<file path="src/rtl/level_irq_pkg.sv">
package level_irq_pkg;
    localparam int unsigned OFS_CAUSE  = 0;
    localparam int unsigned OFS_ENABLE = 4;
    localparam int unsigned OFS_STATUS = 8;
endpackage

</file>
<file path="src/rtl/irq_cause_bank.sv">
module irq_cause_bank #(
    parameter int unsigned N = 32
) (
    input  logic         clk,
    input  logic         rst_n,
    input  logic [N-1:0] src_i,
    input  logic [N-1:0] clr_i,
    output logic [N-1:0] cause_o
);
    logic [N-1:0] cause_d, cause_q;

    always_comb begin
        // clear first, then set: a live source overrides the acknowledge
        cause_d = (cause_q & ~clr_i) | src_i;
    end

    always_ff @(posedge clk) begin
        if (!rst_n) cause_q <= '0;
        else        cause_q <= cause_d;
    end

    assign cause_o = cause_q;

    assert_level_sets_R2: assert property (@(posedge clk) disable iff (!rst_n)
        (src_i != '0) |=> ((cause_q & $past(src_i)) == $past(src_i)));

    assert_set_beats_clear_R6: assert property (@(posedge clk) disable iff (!rst_n)
        ((src_i & clr_i) != '0) |=> ((cause_q & $past(src_i & clr_i)) == $past(src_i & clr_i)));

    assert_w1c_clears_R4: assert property (@(posedge clk) disable iff (!rst_n)
        ((clr_i & ~src_i) != '0) |=> ((cause_q & $past(clr_i & ~src_i)) == '0));

    assert_no_spurious_set_R2: assert property (@(posedge clk) disable iff (!rst_n)
        1'b1 |=> ((cause_q & ~$past(cause_q) & ~$past(src_i)) == '0));
endmodule

</file>
<file path="src/rtl/irq_lowest_enc.sv">
module irq_lowest_enc #(
    parameter int unsigned N  = 32,
    localparam int unsigned IW = (N > 1) ? $clog2(N) : 1
) (
    input  logic          clk,
    input  logic          rst_n,
    input  logic [N-1:0]  vec_i,
    output logic [IW-1:0] idx_o,
    output logic          valid_o
);
    always_comb begin
        idx_o   = '0;
        valid_o = 1'b0;
        // scan downward so the last hit, the lowest index, wins
        for (int k = N - 1; k >= 0; k--) begin
            if (vec_i[k]) begin
                idx_o   = IW'(k);
                valid_o = 1'b1;
            end
        end
    end

    assert_lowest_first_R8: assert property (@(posedge clk) disable iff (!rst_n)
        valid_o |-> (vec_i[idx_o] && ((vec_i & ((N'(1) << idx_o) - N'(1))) == '0)));

    assert_valid_means_pending_R9: assert property (@(posedge clk) disable iff (!rst_n)
        !valid_o |-> (vec_i == '0));
endmodule

</file>
<file path="src/rtl/irq_reg_port.sv">
module irq_reg_port
    import level_irq_pkg::*;
#(
    parameter int unsigned N      = 32,
    parameter int unsigned ADDR_W = 4,
    parameter int unsigned DATA_W = 32,
    localparam int unsigned IW    = (N > 1) ? $clog2(N) : 1
) (
    input  logic              clk,
    input  logic              rst_n,
    input  logic              valid_i,
    input  logic              write_i,
    input  logic [ADDR_W-1:0] addr_i,
    input  logic [DATA_W-1:0] wdata_i,
    input  logic [N-1:0]      cause_i,
    input  logic [IW-1:0]     idx_i,
    input  logic              pend_i,
    output logic [N-1:0]      enable_o,
    output logic [N-1:0]      clr_o,
    output logic [DATA_W-1:0] rdata_o,
    output logic              rvalid_o
);
    localparam logic [ADDR_W-1:0] A_CAUSE  = ADDR_W'(OFS_CAUSE);
    localparam logic [ADDR_W-1:0] A_ENABLE = ADDR_W'(OFS_ENABLE);
    localparam logic [ADDR_W-1:0] A_STATUS = ADDR_W'(OFS_STATUS);

    typedef struct packed {
        logic [N-1:0]      enable;
        logic [DATA_W-1:0] rdata;
        logic              rvalid;
    } port_state_t;

    port_state_t st_d, st_q;
    logic [DATA_W-1:0] status_word;

    always_comb begin
        status_word             = '0;
        status_word[DATA_W-1]   = pend_i;
        status_word[IW-1:0]     = idx_i;

        st_d        = st_q;
        st_d.rvalid = 1'b0;
        clr_o       = '0;
        if (valid_i) begin
            if (write_i) begin
                if (addr_i == A_ENABLE) st_d.enable = wdata_i[N-1:0];
                if (addr_i == A_CAUSE)  clr_o       = wdata_i[N-1:0];
            end else begin
                st_d.rvalid = 1'b1;
                unique case (addr_i)
                    A_CAUSE:  st_d.rdata = DATA_W'(cause_i);
                    A_ENABLE: st_d.rdata = DATA_W'(st_q.enable);
                    A_STATUS: st_d.rdata = status_word;
                    default:  st_d.rdata = '0;
                endcase
            end
        end
    end

    always_ff @(posedge clk) begin
        if (!rst_n) st_q <= '0;
        else        st_q <= st_d;
    end

    assign enable_o = st_q.enable;
    assign rdata_o  = st_q.rdata;
    assign rvalid_o = st_q.rvalid;

    assert_enable_write_R3: assert property (@(posedge clk) disable iff (!rst_n)
        (valid_i && write_i && addr_i == A_ENABLE) |=> (enable_o == $past(wdata_i[N-1:0])));

    assert_hole_write_keeps_R10: assert property (@(posedge clk) disable iff (!rst_n)
        (valid_i && write_i && addr_i != A_ENABLE) |=> $stable(enable_o));

    assert_read_latency_R12: assert property (@(posedge clk) disable iff (!rst_n)
        (valid_i && !write_i) |=> rvalid_o);
endmodule

</file>
<file path="src/rtl/level_irq_ctrl.sv">
module level_irq_ctrl #(
    parameter int unsigned N      = 32,
    parameter int unsigned ADDR_W = 4,
    parameter int unsigned DATA_W = 32,
    localparam int unsigned IW    = (N > 1) ? $clog2(N) : 1
) (
    input  logic              clk,
    input  logic              rst_n,
    input  logic [N-1:0]      irq_src,
    input  logic              reg_valid,
    input  logic              reg_write,
    input  logic [ADDR_W-1:0] reg_addr,
    input  logic [DATA_W-1:0] reg_wdata,
    output logic              reg_ready,
    output logic [DATA_W-1:0] reg_rdata,
    output logic              reg_rvalid,
    output logic              irq_out
);
    typedef struct packed {
        logic irq;
    } top_state_t;

    top_state_t    tp_d, tp_q;
    logic [N-1:0]  cause, enable, clr, pending;
    logic [IW-1:0] low_idx;
    logic          any_pend;

    irq_cause_bank #(.N(N)) u_cause (
        .clk     (clk),
        .rst_n   (rst_n),
        .src_i   (irq_src),
        .clr_i   (clr),
        .cause_o (cause)
    );

    assign pending = cause & enable;

    irq_lowest_enc #(.N(N)) u_enc (
        .clk     (clk),
        .rst_n   (rst_n),
        .vec_i   (pending),
        .idx_o   (low_idx),
        .valid_o (any_pend)
    );

    irq_reg_port #(.N(N), .ADDR_W(ADDR_W), .DATA_W(DATA_W)) u_port (
        .clk      (clk),
        .rst_n    (rst_n),
        .valid_i  (reg_valid),
        .write_i  (reg_write),
        .addr_i   (reg_addr),
        .wdata_i  (reg_wdata),
        .cause_i  (cause),
        .idx_i    (low_idx),
        .pend_i   (any_pend),
        .enable_o (enable),
        .clr_o    (clr),
        .rdata_o  (reg_rdata),
        .rvalid_o (reg_rvalid)
    );

    always_comb begin
        tp_d     = tp_q;
        tp_d.irq = any_pend;
    end

    always_ff @(posedge clk) begin
        if (!rst_n) tp_q <= '0;
        else        tp_q <= tp_d;
    end

    assign irq_out   = tp_q.irq;
    assign reg_ready = 1'b1;

    assert_quiet_when_disabled_R11: assert property (@(posedge clk) disable iff (!rst_n)
        (enable == '0) |=> !irq_out);

    assert_irq_from_cause_R7: assert property (@(posedge clk) disable iff (!rst_n)
        ((cause & enable) != '0) |=> irq_out);
endmodule

</file>
<file path="config.mk">
export PLATFORM = sky130hd
export DESIGN_NAME = level_irq_ctrl
export DESIGN_NICKNAME = d
export VERILOG_FILES = /design/src/rtl/level_irq_pkg.sv /design/src/rtl/irq_cause_bank.sv /design/src/rtl/irq_lowest_enc.sv /design/src/rtl/irq_reg_port.sv /design/src/rtl/level_irq_ctrl.sv
export SDC_FILE = /design/constraint.sdc
export NUM_CORES = 1
export LEC_CHECK = 0
export ABC_AREA = 1
export BUFFER_PORTS_ARGS = -buffer_cell sky130_fd_sc_hd__clkbuf_2
export CAP_MARGIN = 20
export CORE_MARGIN = 2
export CORE_UTILIZATION = 50
export DETAILED_ROUTE_END_ITERATION = 10
export GPL_ROUTABILITY_DRIVEN = 0
export PLACE_DENSITY = 0.87
export SYNTH_ARGS = -nofsm -noshare
export SYNTH_HDL_FRONTEND = slang
export SYNTH_SLANG_ARGS = --single-unit
export TNS_END_PERCENT = 100
</file>
<file path="constraint.sdc">
create_clock -name clk -period 2.98 [get_ports clk]
set_input_delay 0 -clock clk [delete_from_list [all_inputs] [get_ports clk]]
set_output_delay 0 -clock clk [all_outputs]
set_load 0.01 [all_outputs]
</file>
==> results of run 1 <==
power groups by stage:
| stage | Clock (mW) | Sequential (mW) | Combinational [mW] |
|---|---|---|---|
| 6_report | 0.836 | 1.38 | 0.318 |
| 5_1_grt | 0.897 | 1.38 | 0.354 |
| 4_1_cts | 0.847 | 1.38 | 0.309 |
| 3_3_place_gp | 0 | 1.41 | 0.232 |
| 2_1_floorplan | 0 | 1.40 | 0.145 |
| 3_5_place_dp | 0 | 1.41 | 0.243 |
worst max-delay path: cells and delay by family (launching register included):
kind,cells,cell delay (ps)
AO/OA/AOI/OAI,1,120
AND/OR/NAND/NOR,34,1680
buffers and inverters,1,50
flip-flops,1,360
final cells by class:
cell class | count | area [sq um]
clock buffers | 11 | 131.4
flip-flops and latches | 98 | 1962
inverters | 107 | 401.6
repair buffers | 178 | 1254
fillers | 740 | 2779
multi-input cells | 416 | 1961
well taps | 108 | 135.1
clock inverters | 5 | 55.05
placed cells by master, fill, tap and decap left out:
cell           Yosys  routed
nand2_2            8       8
nor3_1             4       4
dfxtp_1           98      98
nand3_2            0       2
nor2_2             0       1
clkinvlp_4         0       2
buf_16             0       1
a31oi_1            1       1
conb_1             1       1
clkinv_2           0       2
o221ai_1           1       1
clkbuf_2           0     105
a21boi_0           1       1
nand3_1           34      32
buf_4              1       8
o31ai_1            1       1
clkbuf_8           0       9
nor4_1             1       1
nor2_1            27      26
a21oi_2            1       1
clkbuf_1          38       2
inv_2              0       1
nand2_1          137     137
o211ai_1           1       1
bufinv_16          0       1
a21oi_1           97      97
inv_1            107     106
nand2_4            1       1
o22ai_1           31      31
o21ai_0           68      68
o21ai_1            1       1
dlygate4sd3_1      0      64
final timing paths:
check                       from                 to  slack, ps  cells past startpoint
min                        rst_n    u_port.rvalid_o        170                      3
max reg2reg  u_cause.cause_o[31]  u_port.rdata_o[0]        700                     36
max          u_cause.cause_o[31]  u_port.rdata_o[0]        700                     36
min reg2reg    u_port.rdata_o[7]  u_port.rdata_o[7]        470                      2
stage by stage:
stage	hold slack, ps	area, sq um
floorplan	134.0	4473
global placement	224.7	5045
detailed placement	225.9	5045
CTS	141.4	5872
global route	184.2	5899
finish	174.4	5899
per-layer routing:
metal / routed length, um / share of wire [%]
met3: 863 / 6.7
met1: 5223 / 41
met5: 0 / 0
met4: 245 / 1.9
met2: 6458 / 50
registers in the layout, summed over array words and instances (netlist names):
signal           cells
u_cause.cause_o     32
u_port.rvalid_o      1
u_port.enable_o     32
u_port.rdata_o      32
irq_out              1
what timing repair did:
item	in CTS	in global routing
hold buffers	64	0
gates resized for setup	0	0
endpoints found under the hold margin	64	0
kinds of logic after synthesis:
logic type	Yosys count
simple gates	212
other cells	1
compound gates	203
buf+inv	147
flops	98
==> results.txt, run 1 <==
----------------------------------------------------
[Run status]
  Outcome ... finished, final reports clean

[Global routing]
  Number of global-route vias before repair ... 4722
  GRT Resource Usage Total ... 26.11%
  Routing layer with the top usage in global route ... met2
  Met2 GRT Util ... 46.26%
  M1 GR Usage ... 31.89%
  Maximum number of pins on one net before global-route repair ... 46
  GR Overflow Total ... 0
  Wire length of the first global-routing pass ... 20.95 mm
  Antenna violations before repair ... 0
  Met3 Track Usage GR ... 5.035%

[Power and ir drop]
  Leakage ... 2.664 nW
  Combinational group share of total power ... 12.6%
  Switching power ... 0.6497 mW
  Tot Pwr ... 2.533 mW
  Power density over the cells ... 429.3 mW/mm^2
  Share of power burned in the clock network ... 33.0%
  Fraction of power spent switching nets ... 25.65%
  Maximum VDD drop ... 285.3 uV
  Internal power ... 1.883 mW
  Share of power burned in registers ... 54.4%

[Synth]
  Cell types with the highest counts after synthesis ... nand2_1 (137), inv_1 (107), dfxtp_1 (98), a21oi_1 (97), o21ai_0 (68)
  Dominant combinational cell family by area after synthesis ... compound AO/OA/AOI/OAI gates
  Fraction of synthesis flops using an asynchronous set or reset pin ... 0%
  Sequential fraction of the synthesis area ... 43.86%
  Average size of a mapped cell ... 6.767 sq um
  Top FF cell, synth ... dfxtp_1
  Share of Yosys cell area claimed by the top area cell type ... 43.86%
  Synthesized netlist cell count ... 661
  Number of enable-type register cells in the synthesized netlist ... 0
  Net count after synthesis ... 733
  Most instantiated library cell after synthesis ... nand2_1
  Cell variety after synth ... 23
  Main area contributors after synthesis ... dfxtp_1 (44%), nand2_1 (11%), a21oi_1 (11%)
  Adder and majority gate portion of the synthesized area ... 0%
  Area fraction in and, or, nand and nor cells after synthesis ... 19.52%
  Synth Cell Area ... 0.004473 sq mm
  Biggest area consumer among synthesized cells ... dfxtp_1
  Post-synthesis share of cell area spent on xor and xnor gates ... 0%
  Area fraction in compound gates after synthesis ... 23.94%
  Number of flip-flops and latches in the synthesized netlist ... 98
  Number of synthesis warnings ... 0
  Fraction of synthesized area in multiplexers ... 0%

[STA]
  Maximum frequency from static timing analysis ... 437.7 MHz
  Final-layout setup total negative slack ... 0 ps
  Slew Viols, Final ... 0
  Transition at the pin with the smallest max-transition slack ... 854.6 ps
  Final-report setup violation count ... 0
  Worst Clk Skew ... 5.105 ps
  Minimum period implied by the final worst setup slack ... 2285 ps
  Final worst-path setup slack ... 695.1 ps
  Count of final hold-check violations ... 0
  Setup repair after global routing missed its margin ... false
  Slew Limit Headroom ... 42.96%
  Period utilisation layout ... 76.67%

[Detailed routing]
  Antenna Violating Nets Remaining ... 0
  Final routed DRC violation total ... 0
  Avg WL per Cell ... 13.86 um
  DRT Wirelength ... 12.79 mm
  Total number of vias ... 4928
  DRT iter0 DRCs ... 262
  Number of search-and-repair iterations in the first detailed-routing pass ... 4
  Per-cell via count in the routed design ... 5.339

[Cells and area]
  Area Growth Syn to Fin ... 31.89%
  Count of non-filler cells in the finished layout ... 923
  Fraction of layout cells with a size suffix above 1 ... 17.42%
  Core occupancy in the finished layout ... 67.98%
  # nets final ... 882
  Antenna fix cells ... 0

[Floorplan]
  Rows ... 34
  Total die area ... 0.009719 sq mm
  Height of the die ... 98.59 um
  Area inside the core boundary ... 0.008678 sq mm
  Die W ... 98.59 um
  Starting Density ... 51.54%
  Count of boundary I/O pins ... 107

[Clock network]
  Clock-pin slew reported for the worst setup and hold paths after clock tree synthesis ... 90 ps
  Number of buffers inserted to repair setup after CTS ... 0
  Maximum clock path buffer count ... 2
  Worst-skew pair later-pin latency ... 350 ps
  Cts bufs inserted ... 9
  Number of sinks handled by clock tree synthesis ... 98
  Clock root cell ... clkbuf_8
  CTS H-Tree Depth ... 3
  CTS tree ... built

[Critical path]
  Required time of the worst setup path ... 3270 ps
  Cell type with the highest occurrence count on the critical path ... nand2_1
  Setup crit start kind ... flip-flop
  Endpoint class of the critical path ... flip-flop
  Delay of the slowest critical-path stage ... 360 ps
  Crit Path Category ... flip-flop to flip-flop
  Largest fanout of any net on the critical path ... 3
  Data arrival time of the critical path ... 2580 ps
  Critical-path cell with the highest stage delay ... dfxtp_1

[Placed design]
  DP HPWL ... 8.149 mm
  Worst setup timing slack at the placement stage ... 726.5 ps
  Placed Cells ... 842
  Number of buffer cells added on primary ports ... 105

[Hold path]
  Kind of path behind the tightest hold check ... primary input to flip-flop

[Flow run]
  Max capacitance violation total ... 0

----------------------------------------------------
No activity file was read; power rests on OpenSTA's default activity.
==> run 2, diff against run 1 <==
--- a/config.mk
+++ b/config.mk
@@ -9,10 +9,10 @@
 export BUFFER_PORTS_ARGS = -buffer_cell sky130_fd_sc_hd__clkbuf_2
 export CAP_MARGIN = 20
 export CORE_MARGIN = 2
-export CORE_UTILIZATION = 50
+export CORE_UTILIZATION = 48
 export DETAILED_ROUTE_END_ITERATION = 10
 export GPL_ROUTABILITY_DRIVEN = 0
-export PLACE_DENSITY = 0.87
+export PLACE_DENSITY = 0.88
 export SYNTH_ARGS = -nofsm -noshare
 export SYNTH_HDL_FRONTEND = slang
 export SYNTH_SLANG_ARGS = --single-unit
==> constraint.sdc (replaced) <==
create_clock -name clk -period 2 [get_ports clk]
set_input_delay 0 -clock clk [delete_from_list [all_inputs] [get_ports clk]]
set_output_delay 0 -clock clk [all_outputs]
set_load 0.01 [all_outputs]
==> run 2 against run 1 <==
The flow now finishes with violations (setup timing). Critical path depth down 1. Sequential cell count unchanged. Power up 56%. Non-clock buffer count is 14 higher. Global-route usage grew 0.88 points. Setup slack lost 920 ps. Critical path type unchanged.
==> results.txt, run 2 (synthesis results as in run 1) <==
----------------------------------------------------
[Detailed routing]
  DRT iter0 DRCs ... 331 (+26%)
  Met1 routed wirelength after detailed routing ... 5.561 mm (+6.5%)
  Avg WL per Cell ... 14.01 um (+1.1%)
  Final routed DRC violation total ... 0 (unchanged)
  Number of search-and-repair iterations in the first detailed-routing pass ... 5 (+1)
  Total number of vias ... 4956 (+0.57%)
  Routed length on met2 ... 6.523 mm (+1.0%)
  Antenna Violating Nets Remaining ... 0 (unchanged)
  Detailed route wirelength on metal3 ... 732 um (-15%)
  Highest metal used ... met4
  DRT Wirelength ... 13.17 mm (+2.9%)
  Per-cell via count in the routed design ... 5.272 (-1.3%)

[Power and ir drop]
  Tot Pwr ... 3.953 mW (+56%)
  Maximum VDD drop ... 420.3 uV (+47%)
  Leakage ... 2.752 nW (+3.3%)
  Power density over the cells ... 651.6 mW/mm^2 (+52%)

[Clock network]
  Clock root cell ... clkbuf_8
  CTS H-Tree Depth ... 3 (unchanged)
  Clock-pin slew reported for the worst setup and hold paths after clock tree synthesis ... 90 ps (about the same)
  Worst-skew pair later-pin latency ... 360 ps (about the same)
  Cts bufs inserted ... 9 (unchanged)
  CTS tree ... built
  Number of sinks handled by clock tree synthesis ... 98 (unchanged)
  Maximum clock path buffer count ... 2 (unchanged)

[Flow run]
  Max capacitance violation total ... 0 (unchanged)

[STA]
  Slew Viols, Final ... 0 (unchanged)
  Slew Limit Headroom ... 54.39% (+11 points)
  Minimum period implied by the final worst setup slack ... 2229 ps (-56.28 ps)
  Transition at the pin with the smallest max-transition slack ... 683.4 ps (-171.2 ps)
  Count of final hold-check violations ... 0 (unchanged)
  Final worst-path setup slack ... -228.6 ps (-923.7 ps)
  Maximum frequency from static timing analysis ... 448.7 MHz (+2.5%)
  Worst Clk Skew ... 8.102 ps (+2.998 ps)
  Final-report setup violation count ... 1 (+1)
  Setup repair after global routing missed its margin ... true
  Period utilisation layout ... 111.4% (+35 points)

[Global routing]
  GRT Resource Usage Total ... 26.99% (+0.88 points)
  Maximum number of pins on one net before global-route repair ... 40 (-13%)
  Number of global-route vias before repair ... 4818 (+2.0%)
  GR Overflow Total ... 0 (unchanged)
  Wire length of the first global-routing pass ... 21.57 mm (+3.0%)
  Antenna violations before repair ... 0 (unchanged)

[Floorplan]
  Height of the die ... 100.5 um (+2.0%)
  Rows ... 35 (+2.9%)
  Die W ... 100.5 um (+2.0%)
  Total die area ... 0.01011 sq mm (+4.0%)
  Count of boundary I/O pins ... 107 (unchanged)
  Area inside the core boundary ... 0.009153 sq mm (+5.5%)
  Starting Density ... 48.87% (-2.7 points)

[Critical path]
  Endpoint class of the critical path ... flip-flop
  Crit Path Category ... flip-flop to flip-flop
  Worst reg-to-reg setup slack ... -230 ps (-920 ps)
  Worst Setup SP ... u_cause.cause_o[30]
  Reg-to-Reg Start ... u_cause.cause_o[30]
  Cell type with the highest occurrence count on the critical path ... nand2_1
  Length in cells of the worst reg-to-reg path ... 35 (-2.8%)
  Largest fanout of any net on the critical path ... 3 (unchanged)
  Setup crit start kind ... flip-flop
  Data arrival time of the critical path ... 2530 ps (-50 ps)
  Delay of the slowest critical-path stage ... 340 ps (-20 ps)
  Critical-path cell with the highest stage delay ... dfxtp_2
  Required time of the worst setup path ... 2300 ps (-970 ps)
  CP endpoint ... u_port.rdata_o[0]
  Capture point of the worst reg-to-reg path ... u_port.rdata_o[0]

[Cells and area]
  Fraction of layout cells with a size suffix above 1 ... 19.78% (+2.4 points)
  Most common cell after layout, fill and taps aside ... nand2_1
  Area Growth Syn to Fin ... 35.61%
  Top library cells by usage in the layout, fill and taps aside ... nand2_1 (136), inv_1 (105), clkbuf_2 (105)
  Antenna fix cells ... 0 (unchanged)
  Core occupancy in the finished layout ... 66.27% (-1.7 points)
  # nets final ... 896 (+1.6%)

[Run status]
  Outcome ... complete, but fails checks
  Violated checks ... setup timing

[Placed design]
  DP HPWL ... 8.186 mm (+0.46%)
  Worst setup timing slack at the placement stage ... -194.4 ps (-921.0 ps)
  Number of buffer cells added on primary ports ... 105 (unchanged)

[Hold path]
  Kind of path behind the tightest hold check ... primary input to flip-flop

----------------------------------------------------
run 2: what timing repair did:
item	CTS	global route
endpoints found under the setup margin	1	2
hold buffers	67	0
hold endpoints to repair	63	0
buffers inserted	0	1
gates resized for setup	3	7
run 2: layout make-up:
cell class / count / area, sq um
clock inverter: 5 / 77.57
tap: 111 / 138.9
inverter: 107 / 401.6
fill: 751 / 3087
multi-input combinational: 416 / 1963
clock buffer: 11 / 141.4
sequential: 98 / 1972
timing repair buffer: 192 / 1371
run 2: stage by stage:
stage | TNS, ps | hold WS [ps] | area, sq um | std cells
2_1_floorplan | 0 | 134.0 | 4473 | 661
6_report | -228.6 | 20.20 | 6066 | 940
5_1_grt | -663.0 | 22.51 | 6066 | 940
4_1_cts | -208.8 | 7.345 | 6051 | 939
3_5_place_dp | -194.4 | 222.4 | 5156 | 856
3_3_place_gp | -136.8 | 223.6 | 5156 | 856
run 2: worst min path at each step:
| stage | from | endpoint | slack (ps) | depth (start not counted) |
|---|---|---|---|---|
| floorplan | irq_src[0] | u_cause.cause_o[0] | 130 | 2 |
| global placement | irq_src[18] | u_cause.cause_o[18] | 220 | 3 |
| detailed placement | irq_src[17] | u_cause.cause_o[17] | 220 | 3 |
| CTS | reg_wdata[24] | u_cause.cause_o[24] | 7 | 4 |
| global route | reg_wdata[24] | u_cause.cause_o[24] | 20 | 4 |
| finish | reg_wdata[24] | u_cause.cause_o[24] | 20 | 4 |
run 2: metal layers:
| metal | vias up | track usage (%) |
|---|---|---|
| li1 | 2460 | - |
| met1 | 2266 | 33.61 |
| met2 | 191 | 47.08 |
| met3 | 39 | 3.953 |
| met4 | 0 | 10.54 |
| met5 | - | 0 |
run 2: critical path, delay by kind of cell, from the launching register on:
kind / cells / cell delay (ps)
DFF: 1 / 340
AOI/OAI and AO/OA: 1 / 130
and+or+nand+nor: 34 / 1710
run 2: power breakdown:
group / switching [mW] / internal (mW)
Clock: 0.666 / 0.735
Combinational: 0.260 / 0.236
Sequential: 0.0439 / 2.01
